==> src/rtl/strap_addr_decoder.sv <==
module strap_addr_decoder #(
  parameter logic [2:0] ADDR_PREFIX = 3'b110
) (
  input  logic       clk,
  input  logic       rst_n,
  input  logic [1:0] strap,
  input  logic       sda,
  input  logic       scl,
  output logic [6:0] dev_addr,
  output logic [7:0] pull_en,
  output logic [7:0] dflt_lvl
);

  localparam logic [1:0] C_LOW  = 2'd0;
  localparam logic [1:0] C_HIGH = 2'd1;
  localparam logic [1:0] C_SCL  = 2'd2;
  localparam logic [1:0] C_SDA  = 2'd3;

  logic       sda_q, scl_q, busy, resolved;
  logic       esda, escl, n_esda, n_escl;
  logic [1:0] msda, mscl, n_msda, n_mscl;
  logic [1:0] cls [2];
  logic [1:0] judged [2];

  wire start = scl & scl_q & sda_q & ~sda;
  wire stop  = scl & scl_q & ~sda_q & sda;

  always_comb begin
    n_esda = start ? 1'b0 : (esda | (sda ^ sda_q));
    n_escl = start ? 1'b0 : (escl | (scl ^ scl_q));
    for (int i = 0; i < 2; i++) begin
      n_msda[i] = (strap[i] == sda) & (start | msda[i]);
      n_mscl[i] = (strap[i] == scl) & (start | mscl[i]);
      if (n_msda[i] && n_esda)      judged[i] = C_SDA;
      else if (n_mscl[i] && n_escl) judged[i] = C_SCL;
      else                          judged[i] = strap[i] ? C_HIGH : C_LOW;
    end
  end

  always_ff @(posedge clk or negedge rst_n) begin
    if (!rst_n) begin
      sda_q    <= 1'b1;
      scl_q    <= 1'b1;
      busy     <= 1'b0;
      resolved <= 1'b0;
      esda     <= 1'b0;
      escl     <= 1'b0;
      msda     <= '0;
      mscl     <= '0;
      cls[0]   <= C_HIGH;
      cls[1]   <= C_HIGH;
    end else begin
      sda_q <= sda;
      scl_q <= scl;
      esda  <= n_esda;
      escl  <= n_escl;
      msda  <= n_msda;
      mscl  <= n_mscl;
      if (start)     busy <= 1'b1;
      else if (stop) busy <= 1'b0;
      if (busy && stop) begin
        resolved <= 1'b1;
        cls[0]   <= judged[0];
        cls[1]   <= judged[1];
      end else if (!resolved && !busy && !start) begin
        cls[0] <= strap[0] ? C_HIGH : C_LOW;
        cls[1] <= strap[1] ? C_HIGH : C_LOW;
      end
    end
  end

  assign dev_addr = {ADDR_PREFIX, cls[1] ^ 2'b10, cls[0]};
  assign pull_en  = {{4{cls[1] != C_LOW}}, {4{cls[0] != C_LOW}}};
  assign dflt_lvl = pull_en;

  AST_HOLD_AFTER_RESOLVE: assert property (@(posedge clk) disable iff (!rst_n)
    (resolved && !(busy && stop)) |=> $stable(dev_addr));
  AST_RESOLVED_STICKY: assert property (@(posedge clk) disable iff (!rst_n)
    resolved |=> resolved);
  AST_PRE_RESOLVE_LO: assert property (@(posedge clk) disable iff (!rst_n)
    (!resolved && !busy && !start) |=> (dev_addr[1:0] == {1'b0, $past(strap[0])}));
  AST_LO_MASK: assert property (@(posedge clk) disable iff (!rst_n)
    pull_en[3:0] == {4{dev_addr[1:0] != 2'b00}});
  AST_HI_MASK: assert property (@(posedge clk) disable iff (!rst_n)
    pull_en[7:4] == {4{dev_addr[3:2] != 2'b10}});

endmodule

==> config.mk <==
export PLATFORM = sky130hd
export DESIGN_NAME = strap_addr_decoder
export DESIGN_NICKNAME = d
export VERILOG_FILES = /design/src/rtl/strap_addr_decoder.sv
export SDC_FILE = /design/constraint.sdc
export NUM_CORES = 1
export LEC_CHECK = 0
export BUFFER_PORTS_ARGS = -buffer_cell sky130_fd_sc_hd__buf_2
export CAP_MARGIN = 30
export CELL_PAD_IN_SITES_DETAIL_PLACEMENT = 1
export CELL_PAD_IN_SITES_GLOBAL_PLACEMENT = 2
export CORE_ASPECT_RATIO = 0.8
export CORE_MARGIN = 3
export CORE_UTILIZATION = 29
export CTS_BUF_LIST = sky130_fd_sc_hd__clkbuf_8
export DETAILED_ROUTE_END_ITERATION = 10
export PLACE_DENSITY = 0.9
export SYNTH_ARGS = -nofsm -noshare
export SYNTH_HDL_FRONTEND = slang
export SYNTH_SLANG_ARGS = --single-unit
==> constraint.sdc <==
create_clock -name clk -period 2.2 [get_ports clk]
set_input_delay 0.22 -clock clk [delete_from_list [all_inputs] [get_ports clk]]
set_output_delay 0.22 -clock clk [all_outputs]
set_load 0.02 [all_outputs]
==> Yosys cells after proc, flatten, opt, wreduce, memory -nomap -nowiden <==
Cells that the tools add are included.
{ "totals": {"output_inout_bits": 23, "reg_bits": 14, "inputBits": 6, "elab_cells": 60} }
{ "op_classes": {"n_reduce_logical": 14, "bitwise": 20, "mux": 12, "eq_ne": 4} }
{ "ops": {"columns": ["op", "count"], "rows": [
  ["1-bit bitwise AND", 9],
  ["2-bit two-way mux", 4],
  ["4-bit two-way mux", 2],
  ["2-bit nonzero test", 4],
  ["1-bit logical AND", 7],
  ["1-bit two-way mux", 6],
  ["1-bit bitwise OR", 6],
  ["1-bit equality test", 4],
  ["1-bit logical NOT", 3],
  ["1-bit NOT", 3],
  ["1-bit bitwise XOR", 2]
]} }

==> Depth between registers and ports, before layout <==
{ "depth": {"word_depth": 9, "mapped_depth": 5, "ltp_nobuf": 5} }

==> Least setup slack after synthesis <==
Ideal clock, no wire load.
{ "synth_timing": {"kind": "reg2reg", "start": "register scl_q", "end": "register cls (netlist bit dev_addr[0])", "n_path_buf": 0, "setup_ns": 0.082, "t_arrival_ns": 1.520, "synth_period_minus_slack_ns": 1.602, "slack_ns": 0.598, "required_time_ns": 2.118, "path_stages_with_launch": 6, "path_cell_list": "dfstp_2 > ha_1 > and4b_2 > nand3b_1 > o31a_1 > mux2_2"} }
{ "synth_via": {"elab_chain_cells": 9, "word_cells_on_any_way": 22, "cone_classes": "mux (5); bitwise (11); reduce/logical (6)"} }
{ "synth_lines": {"columns": ["element", "line_no", "rtl"], "rows": [
  ["from (decl)", "19", "logic sda_q, scl_q, busy, resolved;"],
  ["from (signal assigned)", "54", "scl_q <= scl;"],
  ["1-bit bitwise AND", "25, 26", null],
  ["1-bit bitwise AND (2 in series)", "25", "wire start = scl & scl_q & sda_q & ~sda;"],
  ["1-bit bitwise OR", "33", "n_mscl[i] = (strap[i] == scl) & (start | mscl[i]);"],
  ["1-bit bitwise AND", "33", null],
  ["1-bit logical AND", "35", "else if (n_mscl[i] && n_escl) judged[i] = C_SCL;"],
  ["2-bit two-way mux", "35", null],
  ["2-bit two-way mux", "34", "if (n_msda[i] && n_esda) judged[i] = C_SDA;"],
  ["4-bit two-way mux", "61", "if (busy && stop) begin"],
  ["to (decl)", "22", "logic [1:0] cls [2];"]
]} }
Several ways; a longest one is shown, not always the timed one.
A chain may end at the register's enable or synchronous reset.

==> Final worst setup path <==
{ "layout_timing": {"start": "register scl_q", "end": "register cls (netlist bit dev_addr[1])"} }
Same word-level chain as after synthesis.

==> out/results.tsv <==
stage	metric	value	unit
cells_and_area	largest_reg_flops	3	
die	core	0.00248	mm^2
cells_and_area	drive_above_1_share	0.459	
sta	finalClockSkew	0.761	ps
clock_tree	clk_path_buf_depth	2	
logic_synthesis	yosysTopAreaCell	dfrtp_1	
power	pwr-share-comb	0.455	
clock_tree	cts_setup_buffers	0	
logic_synthesis	synth_cells	76	
logic_synthesis	yosys_warnings	0	
detailed_routing	ant_nets	0	
logic_synthesis	seq_area_frac_synth	0.430	
global_route	grt_max_degree	14	
critical_path	cp.arrival	1910	ps
die	ios	29	
global_route	busiest_layer	met2	
die	die_w	63.5	um
sta	slew_violations	0	
cells_and_area	stdcell_count	121	
power	seqPwrFrac	0.321	
logic_synthesis	synth.ff_latch_count	13	
sta	fin_crit_sh	0.789	
hold_path	hp-class	in2reg	
logic_synthesis	synthFlopType	dfrtp_1	
clock_tree	cts_sinks	13	
die	die_y	52.0	um
global_route	grtUsageMet1	0.138	
critical_path	critPathKind	reg2reg	
logic_synthesis	synth_top_area_frac	0.293	
logic_synthesis	async_reset_ff_frac	1.00	
sta	min_period	1740	ps
global_route	antenna_found_initial	0	
detailed_routing	drtPass1Iterations	4	
detailed_routing	vias	529	
cells_and_area	area_growth	7.82	%
place	hpwl	1210	um
logic_synthesis	ys_types	24	
global_route	grt_pass1_wl	2690	um
sta	setup-tns-final	0	ps
place	portBuffers	25	
power	power.total	920	uW
cells_and_area	post-route-util	0.334	
clock_tree	insertion_delay	240	ps
detailed_routing	drc	0	
logic_synthesis	synth_edf_count	0	
global_route	grt_pass1_vias	538	
clock_tree	cts_resized	0	
power	switching_share	0.421	
die	initial_utilization	0.309	
place	globalplace.congestion	0.780	
sta	rsz0062_at_grt	no	
die	fp.dieArea	0.00331	mm^2
power	internal_power	533	uW
critical_path	critPathLaunchType	flop	
detailed_routing	wire_per_inst	13.0	um
critical_path	crit_path_end_kind	flop	
detailed_routing	wirelength	1570	um
clock_tree	cts_tree	yes	
power	pwr_density_cell	1110	mW/mm^2
logic_synthesis	synth_area_leaders	dfrtp_1 (29%), buf_4 (21%), dfstp_2 (14%), o31ai_1 (3.9%), mux2_2 (2.9%)	
global_route	grt_overflow_total	0	
power	power.leakage	0.000382	uW
logic_synthesis	syn_area_per_cell	10.1	um^2
clock_tree	htreeDepth	1	
power	p_switching	387	uW
detailed_routing	drt-vias-per-instance	4.37	
critical_path	crit_path_max_fanout	6	
run	cap_violations	0	
detailed_routing	drtIter0Drc	24	
power	clkPwrFrac	0.223	
clock_tree	path_clk_slew	50	ps
clock_tree	cts_buffers	3	
global_route	met2_usage	0.170	
sta	setup_viol	0	
sta	fmax	576	MHz
outcome	outcome	finished clean	
cells_and_area	diodes	0	
global_route	grtUsageTotal	0.107	
logic_synthesis	synth_common_cells	buf_4 (21), dfrtp_1 (9), nor2_1 (6)	
sta	fin_ws	464	ps
place	dp_slack	481	ps
logic_synthesis	yosysMostFrequentCell	buf_4	
die	num_rows	16	
power	ir_drop	0.368	mV
sta	hold_viol	0	
clock_tree	root_buffer	clkbuf_8	
global_route	met3_usage	0.0497	
logic_synthesis	synth_area	768	um^2
critical_path	required	2380	ps
cells_and_area	layout.nets	93	
place	place_inst	116	
## routing by layer
layer / vias to the layer above / routed length (um)
met5: - / 0
met4: 0 / 0
met3: 0 / 138
met2: 23 / 740
met1: 254 / 694
li1: 252 / -
## cell families after synthesis
kind of cell / share of synthesized area
flops: 0.430
simple gates: 0.129
compound gates: 0.134
mux: 0.0293
other cells: 0.00978
buf+inv: 0.230
fa+ha+maj: 0.0163
xor+xnor: 0.0228
## final cells by class
type,instances,area (um^2)
repair buffers,26,135
inverters,2,7.51
clock inverters,1,3.75
fillers,297,1650
multi-input cells,40,265
well taps,36,45.0
flip-flops and latches,13,330
clock buffers,3,41.3
## worst paths after layout
kind	start	endpoint	slack (ps)	cells past startpoint
max reg2reg	scl_q	dev_addr[1]	460	5
min reg2reg	resolved	resolved	510	1
min in group asynchronous	rst_n	mscl[0]	410	2
min	scl	scl_q	140	1
max in group asynchronous	rst_n	dev_addr[0]	1510	2
max	scl_q	dev_addr[1]	460	5
## cells in the final DEF, fill, tap and decap left out, types with 3 or more instances in the layout
cell and count:
conb_1 3, clkbuf_8 3, a21oi_1 3, dfstp_2 4
dfrtp_1 9, buf_2 25, inv_1 3, o31ai_1 4
nor2_1 6, or2_2 3
## per-stage QoR
| step | area [um^2] | hold slack [ps] |
|---|---|---|
| 2_1_floorplan | 772 | -75.6 |
| 5_1_grt | 828 | 130 |
| 3_5_place_dp | 773 | 127 |
| 4_1_cts | 828 | 131 |
| 6_report | 828 | 136 |
| 3_3_place_gp | 773 | 121 |
## timing repair
| action | CTS | global route |
|---|---|---|
| hold endpoints to repair | 9 | 0 |
| setup endpoints to repair | 0 | 0 |
| hold buffers | 1 | 0 |
## worst max-delay path, stage by stage (launching register included)
cell and delay (ps):
dfstp_2 510, ha_1 230, and3b_1 260, nor2_1 110, o31ai_1 370, a22o_1 190
## power by group through the flow
stage | logic (uW) | clock network (uW) | registers (uW)
global placement | 413 | 0 | 300
floorplan | 444 | 0 | 293
CTS | 424 | 212 | 296
global route | 448 | 231 | 300
detailed placement | 423 | 0 | 300
finish | 419 | 206 | 296
No activity file was read; power rests on OpenSTA's default activity.
